## src/rtl/lcw_uart_pkg.sv

```systemverilog
package lcw_uart_pkg;
    typedef enum logic [2:0] {
        ST_IDLE,
        ST_START,
        ST_DATA,
        ST_PARITY,
        ST_STOP,
        ST_BREAK
    } tx_state_e;
endpackage

```

## src/rtl/lcw_hold.sv

```systemverilog
module lcw_hold #(
    parameter int DATA_W = 8
) (
    input  logic              clk,
    input  logic              rst_n,
    input  logic              wr_valid,
    input  logic [DATA_W-1:0] wr_data,
    output logic              wr_ready,
    input  logic              take,
    output logic [DATA_W-1:0] rd_data,
    output logic              full
);
    always_ff @(posedge clk or negedge rst_n) begin
        if (!rst_n) begin
            full    <= 1'b0;
            rd_data <= '0;
        end else if (wr_valid && !full) begin
            full    <= 1'b1;
            rd_data <= wr_data;
        end else if (take) begin
            full    <= 1'b0;
        end
    end

    assign wr_ready = !full;
endmodule

```

## src/rtl/lcw_frame_cfg.sv

```systemverilog
module lcw_frame_cfg #(
    parameter int DATA_W        = 8,
    parameter int TICKS_PER_BIT = 16
) (
    input  logic [7:0]                             ctrl,
    input  logic [DATA_W-1:0]                      raw,
    output logic [DATA_W-1:0]                      masked,
    output logic [$clog2(DATA_W+1)-1:0]            nbits,
    output logic                                   par_en,
    output logic                                   par_bit,
    output logic [$clog2(2*TICKS_PER_BIT+1)-1:0]   stop_ticks
);
    localparam int BIT_W = $clog2(DATA_W+1);
    localparam int CNT_W = $clog2(2*TICKS_PER_BIT+1);
    localparam int MIN_BITS = DATA_W - 3;

    logic ones;

    assign nbits = BIT_W'(MIN_BITS) + BIT_W'(ctrl[1:0]);

    for (genvar i = 0; i < DATA_W; i++) begin : g_mask
        assign masked[i] = raw[i] & (BIT_W'(i) < nbits);
    end

    assign ones    = ^masked;
    assign par_en  = ctrl[3];
    assign par_bit = ctrl[5] ? ~ctrl[4] : (ctrl[4] ? ones : ~ones);

    always_comb begin
        if (!ctrl[2])
            stop_ticks = CNT_W'(TICKS_PER_BIT);
        else if (nbits == BIT_W'(MIN_BITS))
            stop_ticks = CNT_W'(TICKS_PER_BIT + TICKS_PER_BIT/2);
        else
            stop_ticks = CNT_W'(2*TICKS_PER_BIT);
    end
endmodule

```

## src/rtl/lcw_uart_tx.sv

```systemverilog
module lcw_uart_tx
    import lcw_uart_pkg::*;
#(
    parameter int DATA_W        = 8,
    parameter int TICKS_PER_BIT = 16
) (
    input  logic              clk,
    input  logic              rst_n,
    input  logic              tick16,
    input  logic [7:0]        line_ctrl,
    input  logic              cts_gate_en,
    input  logic              cts,
    input  logic [DATA_W-1:0] in_data,
    input  logic              in_valid,
    output logic              in_ready,
    output logic              txd,
    output logic              hold_empty,
    output logic              tx_empty
);
    localparam int BIT_W = $clog2(DATA_W+1);
    localparam int CNT_W = $clog2(2*TICKS_PER_BIT+1);

    tx_state_e          st, st_nx;
    logic [CNT_W-1:0]   cnt;
    logic [BIT_W-1:0]   bidx;
    logic [DATA_W-1:0]  shreg;
    logic [BIT_W-1:0]   cur_nbits;
    logic               cur_pen, cur_par;
    logic [CNT_W-1:0]   cur_stop;

    logic               hold_full, load, brk, can_go, tick_end, stop_end, line;
    logic [DATA_W-1:0]  hold_data, fr_data;
    logic [BIT_W-1:0]   fr_nbits;
    logic               fr_pen, fr_par;
    logic [CNT_W-1:0]   fr_stop;

    lcw_hold #(.DATA_W(DATA_W)) u_hold (
        .clk      (clk),
        .rst_n    (rst_n),
        .wr_valid (in_valid),
        .wr_data  (in_data),
        .wr_ready (in_ready),
        .take     (load),
        .rd_data  (hold_data),
        .full     (hold_full)
    );

    lcw_frame_cfg #(.DATA_W(DATA_W), .TICKS_PER_BIT(TICKS_PER_BIT)) u_cfg (
        .ctrl       (line_ctrl),
        .raw        (hold_data),
        .masked     (fr_data),
        .nbits      (fr_nbits),
        .par_en     (fr_pen),
        .par_bit    (fr_par),
        .stop_ticks (fr_stop)
    );

    assign brk      = line_ctrl[6];
    assign can_go   = hold_full && (!cts_gate_en || cts);
    assign tick_end = tick16 && (cnt == CNT_W'(TICKS_PER_BIT-1));
    assign stop_end = tick16 && (cnt == cur_stop - 1'b1);
    assign load     = (st == ST_IDLE) && !brk && can_go;

    // next-state logic
    always_comb begin
        st_nx = st;
        if (brk) begin
            st_nx = ST_BREAK;
        end else begin
            unique case (st)
                ST_IDLE:   if (can_go)   st_nx = ST_START;
                ST_START:  if (tick_end) st_nx = ST_DATA;
                ST_DATA:   if (tick_end && bidx == cur_nbits - 1'b1)
                               st_nx = cur_pen ? ST_PARITY : ST_STOP;
                ST_PARITY: if (tick_end) st_nx = ST_STOP;
                ST_STOP:   if (stop_end) st_nx = ST_IDLE;
                ST_BREAK:  st_nx = ST_IDLE;
                default:   st_nx = ST_IDLE;
            endcase
        end
    end

    // state register
    always_ff @(posedge clk or negedge rst_n) begin
        if (!rst_n) st <= ST_IDLE;
        else        st <= st_nx;
    end

    // shifter and tick counting
    always_ff @(posedge clk or negedge rst_n) begin
        if (!rst_n) begin
            cnt       <= '0;
            bidx      <= '0;
            shreg     <= '0;
            cur_nbits <= '0;
            cur_pen   <= 1'b0;
            cur_par   <= 1'b0;
            cur_stop  <= '0;
        end else if (load) begin
            cnt       <= '0;
            bidx      <= '0;
            shreg     <= fr_data;
            cur_nbits <= fr_nbits;
            cur_pen   <= fr_pen;
            cur_par   <= fr_par;
            cur_stop  <= fr_stop;
        end else if (tick16 && st != ST_IDLE && st != ST_BREAK) begin
            if ((st == ST_STOP) ? stop_end : tick_end) cnt <= '0;
            else                                       cnt <= cnt + 1'b1;
            if (st == ST_DATA && tick_end) begin
                shreg <= shreg >> 1;
                bidx  <= bidx + 1'b1;
            end
        end
    end

    // outputs
    always_comb begin
        unique case (st)
            ST_IDLE:   line = 1'b1;
            ST_START:  line = 1'b0;
            ST_DATA:   line = shreg[0];
            ST_PARITY: line = cur_par;
            ST_STOP:   line = 1'b1;
            ST_BREAK:  line = 1'b0;
            default:   line = 1'b1;
        endcase
        txd        = line & ~brk;
        hold_empty = !hold_full;
        tx_empty   = (st == ST_IDLE || st == ST_BREAK) && !hold_full;
    end
endmodule

```

## config.mk

```make
export PLATFORM = sky130hd
export DESIGN_NAME = lcw_uart_tx
export DESIGN_NICKNAME = d
export VERILOG_FILES = /design/src/rtl/lcw_uart_pkg.sv /design/src/rtl/lcw_hold.sv /design/src/rtl/lcw_frame_cfg.sv /design/src/rtl/lcw_uart_tx.sv
export SDC_FILE = /design/constraint.sdc
export NUM_CORES = 1
export LEC_CHECK = 0
export ABC_AREA = 1
export BUFFER_PORTS_ARGS = -buffer_cell sky130_fd_sc_hd__buf_2
export CAP_MARGIN = 0
export CORE_MARGIN = 8
export CORE_UTILIZATION = 50
export CTS_CLUSTER_DIAMETER = 60
export CTS_CLUSTER_SIZE = 40
export DETAILED_ROUTE_END_ITERATION = 8
export PLACE_DENSITY = 0.7
export SETUP_SLACK_MARGIN = 0.05
export SLEW_MARGIN = 20
export SYNTH_ARGS = -nofsm -noshare
export SYNTH_HDL_FRONTEND = slang
export SYNTH_SLANG_ARGS = --single-unit
```

## constraint.sdc

```tcl
create_clock -name clk -period 1.65 [get_ports clk]
set_input_delay 0.0825 -clock clk [delete_from_list [all_inputs] [get_ports clk]]
set_output_delay 0.0825 -clock clk [all_outputs]
set_load 0.01 [all_outputs]
```

; Yosys cells after proc, flatten, opt, wreduce, memory -nomap -nowiden
; Index checks and enable logic that the tools add are counted.
[op_classes]
add_sub_neg = 5
magnitude_cmp = 8
eq_ne = 15
n_mux = 25
bitwise = 12
n_reduce_logical = 25
[op_table]
columns = operator, count
row1 = 6-bit two-way mux, 5
row2 = 8-bit two-way mux, 3
row3 = 3-bit two-way mux, 7
row4 = "3-bit != test, second input constant", 6
row5 = "3-bit by 4-bit less-than comparator with 1-bit output, first input constant", 4
row6 = 3-bit one-hot mux with 5 select lines, 1
row7 = 4-bit two-way mux, 3
row8 = 1-bit logical AND, 11
row9 = 1-bit bitwise AND, 9
row10 = "1-bit by 4-bit less-than comparator with 1-bit output, first input constant", 2
row11 = "2-bit by 4-bit less-than comparator with 1-bit output, first input constant", 2
row12 = 8-bit parity, 1
row13 = "6-bit by 1-bit adder with 6-bit output, second input constant", 1
row14 = "3-bit by 2-bit == test with 1-bit output, second input constant", 2
row15 = "3-bit == test, second input constant", 2
row16 = "6-bit by 4-bit == test with 1-bit output, second input constant", 1
row17 = 6-bit == test, 1
row18 = 2-bit nonzero test, 3
row19 = "6-bit by 1-bit subtractor with 6-bit output, second input constant", 1
row20 = 1-bit two-way mux, 5
row21 = 5-bit AND reduction, 1
row22 = "3-bit by 2-bit adder with 4-bit output, first input constant", 1
row23 = "4-bit by 1-bit adder with 4-bit output, second input constant", 1
row24 = "4-bit by 3-bit == test with 1-bit output, second input constant", 1
row25 = other kinds (11), 16
[word_totals]
regBits = 42
output_inout_bits = 4

; Depth between registers and ports, before layout
; Gate-level depths: netlist of the first run.
[depth]
depth_word = 7
mapped_depth = 14
mapped_depth_nobuf = 14

; By module
; A second synthesis of the first run with hierarchy kept.
[hier_totals]
cells_unflattened = 370
hier_area_um2 = 2676.3
[modules_own_cells]
columns = mod, n_inst, cells_per_inst, area_per_inst_um2, seq_area_each_um2
row1 = lcw_uart_tx, 1, 263, 1964.4, 825.8
row2 = lcw_hold, 1, 38, 371.6, 225.2
row3 = lcw_frame_cfg, 1, 69, 340.3, 0.0

; Worst setup path after synthesis of the first run
; No wires, ideal clock.
[synth_path]
path_type = register to register
start = register cur_stop[3]
end = register cnt[0]
setup_time_ns = 0.127
arrival_time_ns = 1.344
required_ns = 1.523
path_slack_ns = 0.179
stages_incl_launch_ff = 11
n_path_buf = 0
cell_sequence = dfrtp_1 > inv_1 > ha_1 > xor2_1 > nand2_1 > nor2_1 > nand2_1 > nand2_2 > o21ai_1 > nand2_1 > o21ai_0
[synth_between]
elab_chain_cells = 7
[synth_lines]
columns = element, line
row1 = "start, declared", lcw_uart_tx.sv:29  ; logic [CNT_W-1:0] cur_stop;
row2 = "start signal, assigned", lcw_uart_tx.sv:106  ; cur_stop <= fr_stop;
row3 = 6-bit by 1-bit subtractor with 6-bit output, lcw_uart_tx.sv:61  ; assign stop_end = tick16 && (cnt == cur_stop - 1'b1);
row4 = 6-bit == test, lcw_uart_tx.sv:61
row5 = 1-bit logical AND, lcw_uart_tx.sv:61
row6 = 1-bit two-way mux, lcw_uart_tx.sv:108  ; if ((st == ST_STOP) ? stop_end : tick_end) cnt <= '0;
row7 = 6-bit two-way mux, lcw_uart_tx.sv:108
row8 = 6-bit two-way mux, lcw_uart_tx.sv:107  ; end else if (tick16 && st != ST_IDLE && st != ST_BREAK) begin
row9 = 6-bit two-way mux, lcw_uart_tx.sv:99  ; end else if (load) begin
row10 = "end signal, assigned", lcw_uart_tx.sv:109  ; else cnt <= cnt + 1'b1;
row11 = "end, declared", lcw_uart_tx.sv:24  ; logic [CNT_W-1:0] cnt;
; No other way between the ends. The select of a mux whose other input is x is not followed.
; A chain may end at the register's enable or synchronous reset.

; Final worst setup path of the first run
; Same ends and word-level chain as after synthesis.

==> results of run 1 <==
==> metrics by stage <==
stage	worst slack [ns]	hold slack, ns
floorplan	0.179	-0.213
global placement	0.0593	0.0425
detailed placement	0.00213	0.0462
CTS	0.0527	0.000104
global route	-0.0382	0.00812
finish	0.0996	0.00272
==> flip-flops by register name, indices dropped and copies added, names as in the netlist <==
register and flops:
bidx 4, cnt 6, cur_nbits 4, cur_par 1
cur_pen 1, cur_stop 3, shreg 8, st 3
u_hold.full 1, u_hold.rd_data 8
==> power groups by stage <==
stage,clock (mW),sequential (mW),combinational (mW)
floorplan,0,1.57,1.41
CTS,0.608,1.64,1.73
finish,0.587,1.66,1.90
global route,0.656,1.70,2.17
global placement,0,1.64,1.65
detailed placement,0,1.65,1.71
==> synth_stat cells, types with 3 or more instances <==
cell type  count  share of area, %
nand2_1       76                12
inv_1         42               6.9
dfrtp_1       39                43
nor2_1        27               4.4
nand3_1       18               3.9
a21oi_1       15               3.3
o21ai_0       14               3.1
ha_1           7               3.8
nor3_1         6               1.3
xor2_1         6               2.3
inv_2          4              0.65
a31oi_1        3              0.82
mux2_2         3               1.5
nor2_4         3               1.5
o21ai_1        3              0.65
==> routing by layer <==
| metal | wire length [um] | up-vias | track usage, % |
|---|---|---|---|
| met1 | 2190 | 905 | 15.7 |
| met5 | 0 | - | 0 |
| met2 | 2150 | 25 | 22.5 |
| met3 | 173 | 6 | 4.39 |
| li1 | - | 1009 | - |
| met4 | 70 | 0 | 5.18 |
==> timing repair <==
item,4_1_cts,5_1_grt
endpoints found under the hold margin,17,0
gates resized for setup,3,18
hold buffers,1,0
setup buffers,0,5
pin swaps,0,13
setup endpoints to repair,5,17
==> critical path, delay by kind of cell, from the launching register on <==
kind            cells  cell delay, ns
compound gates      2            0.14
xor+xnor            1            0.13
buf+inv             1            0.06
flops               1            0.37
simple gates        5            0.47
fa+ha+maj           1            0.26
==> cell type report <==
cell class              count  area (um2)
clock buffers               6        72.6
fillers                   405        1730
inverters                  49         196
multi-input cells         203        1140
flip-flops and latches     39         976
well taps                  52        65.1
repair buffers             35         205
==> logic make-up after synthesis <==
logic type                 count (synthesis)  synth area share, %
muxes                                      3                 1.47
buffers and inverters                     55                 10.4
adders and majority gates                  7                 3.81
and+or+nand+nor                          143                 28.4
xor gates and xnor gates                   8                 3.05
AOI/OAI and AO/OA                         42                 10.4
DFF                                       39                 42.5
==> path summary, 6_finish.rpt <==
kind	slack, ns	from	endpoint
worst max-delay path	0.1	cur_stop[3]	cnt[0]
worst min-delay path	0.003	line_ctrl[3]	cur_pen
worst max register to register	0.1	cur_stop[3]	cnt[0]
worst min register to register	0.49	shreg[7]	shreg[7]
max in group asynchronous	0.88	rst_n	shreg[5]
min in group asynchronous	0.26	rst_n	cur_nbits[1]
==> results by group, run 1 <==
Yosys
  • Syn Inst Count: 297
  • Post-synthesis sequential area ratio: 42.5%
  • EDFF count, synth: 0
  • YS warnings: 0
  • Unique masters post-synth: 37
  • Most used DFF post-synth: dfrtp_1
  • Syn Area/Cell: 7.73 um2
  • Syn Nets: between 300 and 400
  • Mapped Area: 2300 um2
  • Ys async rst share: 100%
  • FF+latch count, synth: 39

Route
  • First-pass DRT Iterations: 4
  • DR vias: 1945
  • Vias per cell: 5.07
  • Number of antenna-violating nets in the routed design: 0
  • Drt initial violations: between 50 and 60
  • Post-route DRC violation count: 0
  • Routed wire length: 4.59 mm
  • WL/cell: 12.0 um

Setup path
  • CP required: 1.83 ns
  • Reg2Reg Depth: 10
  • Critical path's slowest cell: dfrtp_1
  • Worst EP arrival: 1.73 ns
  • Crit path capture type: register
  • Worst Path Max Fanout: 5
  • Critical path's largest stage delay: 0.37 ns
  • Startpoint types: register
  • CP Class: reg -> reg
  • Cell Chain, Critical Path: inv_2 -> ha_4 -> xor2_1 -> nand2_1 -> nor2_1 -> nand2_1 -> nand2_2 -> o21ai_2 -> nand2_2 -> o21ai_1

Cells and area
  • Layout cells sized above 1: 23.2%
  • Ant diodes: 0
  • Most common cell after layout, fill and taps aside: nand2_1
  • Finished Core Util: just over 60%
  • Most frequent cells in the layout: nand2_1, dfrtp_1, inv_1
  • Nets@finish: 362
  • Cell area after layout: roughly 2700 um2
  • Layout Cells excl Fill: 384
  • Synth-to-Final Area Change: 15.6%

Clock network
  • CTS HTree Levels: 2
  • Worst-Skew Late Latency: 0.29 ns
  • Reg clk slew, reported paths: 0.07 ns
  • CTS root buf: clkbuf_8
  • Clk sinks: 39
  • Clock buffer count from CTS: 5
  • CTS Buffer Depth: 2
  • CTS tree: yes

Pwr
  • Net Switching: 1.70 mW
  • Sequential power share: 39.9%
  • Power per cell area: ~1600 nW/um2
  • Sw Ratio: between 40% and 50%
  • Clock share of power: 14.2%
  • Combinational group share of total power: 45.9%
  • Peak VDD IR: between 0.8 and 0.9 mV
  • Pleak: 1.41 nW
  • Tot Pwr: around 4.1 mW
  • Power Internal: 2.45 mW

Die
  • Row cnt: 24
  • Die Span X: 83.8 um
  • Starting density of the core: 52.4%
  • Die extent in y: approximately 84 um
  • Die area: 7020 um2
  • Core footprint: 4380 um2
  • I/O pin total: 26

STA
  • Max Clock Skew: 0.00396 ns
  • Final hold violation count: 0
  • Slew @ Worst Pin: approximately 0.44 ns
  • Slew Limit Headroom: 70.7%
  • Tcrit/Tclk final: a little over nine tenths
  • Tmin final: 1.55 ns
  • Final setup violating endpoints: 0
  • Fmax: 0.645 GHz
  • Sum of negative setup slack: 0 ns
  • Unrepaired setup endpoints after global routing: true
  • Slew Viols, Final: 0

Place
  • IO Port Bufs: 24
  • GPL Wtd Cong: between 0.8 and 0.9
  • Dpl hpwl: between 3 and 4 mm
  • Placed Instance Area: between 2000 and 2500 um2
  • DP Cell Count: roughly 370

Global routing
  • Global-route wire length before repair: 7.93 mm
  • Pin count of the biggest net entering global routing: 20
  • All-Layer GR Usage: 13.6%
  • GR Overflow Total: 0
  • Vias in the first global route: 1842
  • Initial antenna violation count: 0

Job
  • Max-Cap Viols: 0

Outcome
  • Status: finished, final reports clean

Hold path
  • Hold Path Class: in -> reg
  • Worst Hold Depth: 3
(Power assumes the default switching activity.)
==> run 2: changes to the inputs <==
--- a/config.mk
+++ b/config.mk
@@ -13,8 +13,9 @@
 export CTS_CLUSTER_DIAMETER = 60
 export CTS_CLUSTER_SIZE = 40
 export DETAILED_ROUTE_END_ITERATION = 8
-export PLACE_DENSITY = 0.7
-export SETUP_SLACK_MARGIN = 0.05
+export GPL_ROUTABILITY_DRIVEN = 0
+export PLACE_DENSITY_LB_ADDON = 0.1
+export SETUP_SLACK_MARGIN = 0.15
 export SLEW_MARGIN = 20
 export SYNTH_ARGS = -nofsm -noshare
 export SYNTH_HDL_FRONTEND = slang
==> run 2 against run 1 <==
  * Critical path depth did not move
  * Maximum frequency rose by 1.9%
  * Count of clock-buffer cells in the layout rose by 2
  * Worst setup slack improved by 0.029 ns
  * Core utilization rose by 5.1 points
  * Routed wire length rose by 8.7%
  * Register-to-register slack improved by 0.03 ns
  * Sequential power barely moved
  * Non-clock buffer count rose by 22
  * Clock skew rose by 0.0011 ns
  * Global-route usage rose by 0.57 points
==> results by group, run 2 (synthesis gave the netlist of run 1 again) <==
Outcome
  • Status: finished, final reports clean

Cells and area
  • Synth-to-Final Area Change: 25.2%
  • Layout cells sized above 1: about 28%
  • Nets@finish: 384
  • # fillers: 406
  • Regs by FF count: shreg: 8 flops, u_hold.rd_data: 8 flops, cnt: 6 flops
  • Cell area after layout: between 2000 and 3000 um2
  • Most common cell after layout, fill and taps aside: nand2_1
  • Most frequent cells in the layout: nand2_1, dfrtp_1, inv_1
  • Ant diodes: 0

Pwr
  • Tot Pwr: 4.53 mW
  • Pleak: 1.53 nW
  • Peak VDD IR: 0.727 mV
  • Power per cell area: about 1600 nW/um2

Route
  • Post-route DRC violation count: 0
  • DR vias: between 2000 and 2500
  • Routed wire length: 4.99 mm
  • First-pass DRT Iterations: 4
  • Number of antenna-violating nets in the routed design: 0
  • Vias per cell: approximately 4.9
  • WL/cell: 12.2 um
  • Drt initial violations: 69

Global routing
  • GR Overflow Total: 0
  • Vias in the first global route: slightly below 2000
  • Pin count of the biggest net entering global routing: 40
  • Initial antenna violation count: 0
  • Global-route wire length before repair: 8.30 mm
  • All-Layer GR Usage: 14.1%

Place
  • Placed Instance Area: 2470 um2
  • Dpl hpwl: 3.39 mm
  • IO Port Bufs: 24

STA
  • Slew Viols, Final: 0
  • Final hold violation count: 0
  • Final setup violating endpoints: 0
  • Slew @ Worst Pin: 0.506 ns
  • Tmin final: 1.52 ns
  • Max Clock Skew: 0.00504 ns
  • Tcrit/Tclk final: 92.2%
  • Unrepaired setup endpoints after global routing: true
  • Fmax: 0.657 GHz
  • Slew Limit Headroom: 66.3%
  • Sum of negative setup slack: 0 ns

Setup path
  • Worst EP arrival: 1.70 ns
  • Cell Chain, Critical Path: inv_2 -> ha_4 -> xor2_1 -> nand2_1 -> nor2_1 -> nand2_1 -> nand2_2 -> o21ai_2 -> nand2_2 -> o21ai_1
  • Reg2Reg Depth: 10
  • Delay-heaviest family, CP: simple AND/OR/NAND/NOR gates
  • Critical R2R Launch: cur_stop[3]
  • Crit path launch: cur_stop[3]
  • CP Class: reg -> reg
  • Crit path capture type: register
  • Worst Path Max Fanout: 5
  • Worst Path Buf+Inv: 1
  • Critical path's largest stage delay: 0.39 ns
  • Startpoint types: register
  • Critical path's slowest cell: dfrtp_1
  • CP required: 1.83 ns
  • RR Endpoint: cnt[4]
  • R2r setup slk: 0.13 ns

Clock network
  • CTS tree: yes
  • Reg clk slew, reported paths: 0.08 ns
  • Worst-Skew Late Latency: a little under 0.3 ns
  • Clk sinks: 39
  • CTS HTree Levels: 2
  • CTS root buf: clkbuf_8
  • Clock buffer count from CTS: 5
  • CTS Buffer Depth: 2

Die
  • Row cnt: 24
  • Die extent in y: 83.8 um
  • Core footprint: between 4000 and 5000 um2
  • Starting density of the core: 52.4%
  • Die area: 7020 um2
  • I/O pin total: 26
  • Die Span X: 83.8 um

Hold path
  • Worst Hold Depth: 2
  • Hold Path Class: in -> reg
  • Worst Hold Launch: line_ctrl[0]
  • Hold Crit Endpoint: cur_nbits[0]

Job
  • Max-Cap Viols: 0
==> run 2: worst max-delay path by stage <==
stage,endpoint,cells after the start
2_1_floorplan,cnt[0],10
3_3_place_gp,cnt[0],10
3_5_place_dp,cnt[3],10
4_1_cts,cnt[3],10
5_1_grt,cnt[4],10
6_report,cnt[4],10
==> run 2: per-layer routing <==
metal / global-route usage, % / vias up / part of all wire (%)
met1: 16.4 / 916 / 45
met5: 0 / - / 0
met3: 4.69 / 8 / 4.8
met4: 5.65 / 0 / 1.6
li1: - / 1051 / -
met2: 23.2 / 38 / 49
==> run 2: repair_timing <==
action,4_1_cts,5_1_grt
setup buffers,7,19
gates cloned,0,0
hold endpoints to repair,40,0
pin swaps,9,7
hold buffers,2,0
endpoints found under the setup margin,16,19
resized for setup,15,16
==> run 2: metrics by stage <==
stage          instances  worst slack (ns)  utilization, %  hold WS [ns]
2_1_floorplan        297             0.179               -        -0.213
3_5_place_dp         372           0.00971            56.4         0.176
3_3_place_gp         372            0.0504            56.4         0.173
5_1_grt              408            0.0387            65.6        0.0108
6_report             408             0.129            65.6       0.00603
4_1_cts              389             0.143            61.2       0.00261
==> run 2: cell type report <==
type	count	area, um2	share of cell area, %
Sequential cell	39	976	33.9
Inverter	49	206	7.18
Multi-Input combinational cell	203	1150	39.9
Clock buffer	8	100	3.48
Tap cell	52	65.1	2.26
Timing Repair Buffer	57	380	13.2
==> run 2: power breakdown <==
part | internal [mW] | switching [mW]
logic | 1.00 | 1.16
clock network | 0.382 | 0.336
registers | 1.35 | 0.307
==> run 3: changes to the inputs <==
--- a/config.mk
+++ b/config.mk
@@ -8,8 +8,10 @@
 export ABC_AREA = 1
 export BUFFER_PORTS_ARGS = -buffer_cell sky130_fd_sc_hd__buf_2
 export CAP_MARGIN = 0
+export CELL_PAD_IN_SITES_DETAIL_PLACEMENT = 1
+export CELL_PAD_IN_SITES_GLOBAL_PLACEMENT = 1
 export CORE_MARGIN = 8
-export CORE_UTILIZATION = 50
+export CORE_UTILIZATION = 43
 export CTS_CLUSTER_DIAMETER = 60
 export CTS_CLUSTER_SIZE = 40
 export DETAILED_ROUTE_END_ITERATION = 8
==> run 3 against run 2 <==
  * Worst hold slack gained 0.012 ns
  * Via count rose by 1.7%
  * Largest cell class unchanged
  * Core utilization down 10 points
  * Clock skew rose by 0.0044 ns
  * Power fell by 0.83%
  * First-iteration DRC count fell by 4.3%
  * Critical path depth unchanged
  * Combinational power up 2%
  * Final cell count up 2.0%
  * Design area shrank 0.96%
  * Highest routed layer unchanged
  * Worst setup slack got worse by 0.065 ns
  * Sequential share of layout area increased by 0.37 points
==> results by group, run 3 (synthesis gave the netlist of run 1 again) <==
Outcome
  • Status: finished, final reports clean

Global routing
  • Pin count of the biggest net entering global routing: 40
  • All-Layer GR Usage: approximately 16%
  • Global-route wire length before repair: 9.77 mm
  • Initial antenna violation count: 0
  • Vias in the first global route: ~2200
  • GR Overflow Total: 0

Setup path
  • CP required: between 1.5 and 2 ns
  • Crit path capture type: register
  • Startpoint types: register
  • Worst Path Max Fanout: 2
  • Critical path's slowest cell: dfrtp_1
  • Worst EP arrival: 1.77 ns
  • Worst path most repeated cell: nand2_1
  • Worst Path Buf+Inv: 1
  • R2r setup slk: 0.06 ns
  • CP Class: reg -> reg
  • Delay-heaviest family, CP: simple AND/OR/NAND/NOR gates
  • Critical path's largest stage delay: 0.36 ns
  • Cell Chain, Critical Path: inv_2 -> ha_4 -> xor2_1 -> nand2_1 -> nor2_1 -> nand2_1 -> nand2_2 -> nand4_1 -> nand2_1 -> nor2_1

Pwr
  • Peak VDD IR: 0.698 mV
  • Pleak: 1.50 nW
  • Power per cell area: about 1600 nW/um2

STA
  • Slew Limit Headroom: 65.3%
  • Final hold slack: 0.0176 ns
  • Slew Viols, Final: 0
  • Slew @ Worst Pin: 0.520 ns
  • Tcrit/Tclk final: 96.1%
  • Tmin final: 1.59 ns
  • Final worst setup slack: approximately 0.064 ns
  • Final hold violation count: 0
  • Final setup violating endpoints: 0
  • Sum of negative setup slack: 0 ns
  • Fmax: 0.631 GHz
  • Unrepaired setup endpoints after global routing: true
  • Max Clock Skew: 0.00945 ns

Cells and area
  • Most common cell after layout, fill and taps aside: nand2_1
  • Cell area after layout: 2850 um2
  • Ant diodes: 0
  • Layout cells sized above 1: 28.9%
  • Synth-to-Final Area Change: 24.0%
  • Finished Core Util: a little under three fifths
  • Nets@finish: 374
  • Regs by FF count: shreg: 8 flops, u_hold.rd_data: 8 flops, cnt: 6 flops
  • Most frequent cells in the layout: nand2_1, dfrtp_1, inv_1

Route
  • Drt initial violations: 66
  • First-pass DRT Iterations: 4
  • Vias per cell: 4.92
  • DR vias: 2048
  • Post-route DRC violation count: 0
  • Routed wire length: slightly above 6 mm
  • WL/cell: 14.8 um
  • Number of antenna-violating nets in the routed design: 0

Die
  • Core footprint: 5140 um2
  • Starting density of the core: 44.7%
  • I/O pin total: 26
  • Die area: 7930 um2
  • Row cnt: 26
  • Die Span X: slightly below 90 um
  • Die extent in y: 89.1 um

Clock network
  • Reg clk slew, reported paths: roughly 0.070 ns
  • Clock buffer count from CTS: 5
  • Worst-Skew Late Latency: roughly 0.29 ns
  • CTS HTree Levels: 2
  • CTS root buf: clkbuf_8
  • Clk sinks: 39
  • CTS tree: yes
  • CTS Buffer Depth: 2

Place
  • IO Port Bufs: 24
  • Pre-CTS setup slack: -0.0293 ns
  • Dpl hpwl: 4.29 mm
  • Placed Instance Area: 2510 um2

Hold path
  • Hold Path Class: in -> reg

Job
  • Max-Cap Viols: 0
## run 3: stage by stage
step / instances / total power, mW
global placement: 392 / 3.37
CTS: 408 / 4.34
detailed placement: 392 / 3.48
finish: 416 / 4.49
global route: 416 / 4.91
floorplan: 297 / 2.99
## run 3: where the power goes
| part | switching (mW) | total (mW) | internal [mW] |
|---|---|---|---|
| registers | 0.308 | 1.66 | 1.35 |
| clock network | 0.342 | 0.639 | 0.297 |
| logic | 1.26 | 2.20 | 0.937 |
| total | 1.91 | 4.49 | 2.59 |
## run 3: what timing repair did
item,CTS,global route
setup endpoints to repair,20,24
buffers inserted,7,8
resized for setup,17,27
hold buffers,1,0
cloned,0,0
pin swaps,11,13
endpoints found under the hold margin,39,0
## run 3: final cells by class
| cell class | instances | area [um2] |
|---|---|---|
| repair buffers | 47 | 303 |
| clock inverters | 1 | 5.00 |
| clock buffers | 7 | 76.3 |
| inverters | 49 | 206 |
| fillers | 659 | 2290 |
| multi-input cells | 203 | 1190 |
| flip-flops and latches | 39 | 977 |
| well taps | 70 | 87.6 |
## run 3: worst min-delay path, stage by stage
cell and delay [ns]:
buf_2 0.09, nand2_1 0.05, nand2_1 0.05
## run 3: worst paths after layout
path,from,to,cells past startpoint
max in group asynchronous,rst_n,cnt[4],3
min in group asynchronous,rst_n,cnt[5],3
worst min-delay path,line_ctrl[3],cur_pen,3
worst max register to register,cur_nbits[0],st[1],10
worst min register to register,cur_par,cur_par,2
worst max-delay path,cur_nbits[0],st[1],10
## run 3: metal layers
| layer | wire, um | share of wire [%] | vias up | global-route usage (%) |
|---|---|---|---|---|
| met2 | 3280 | 53 | 24 | 28.8 |
| met1 | 2660 | 43 | 986 | 17.9 |
| met5 | 0 | 0 | - | 0 |
| met3 | 120 | 2.0 | 9 | 2.76 |
| met4 | 78 | 1.3 | 0 | 4.53 |
| li1 | - | - | 1029 | - |
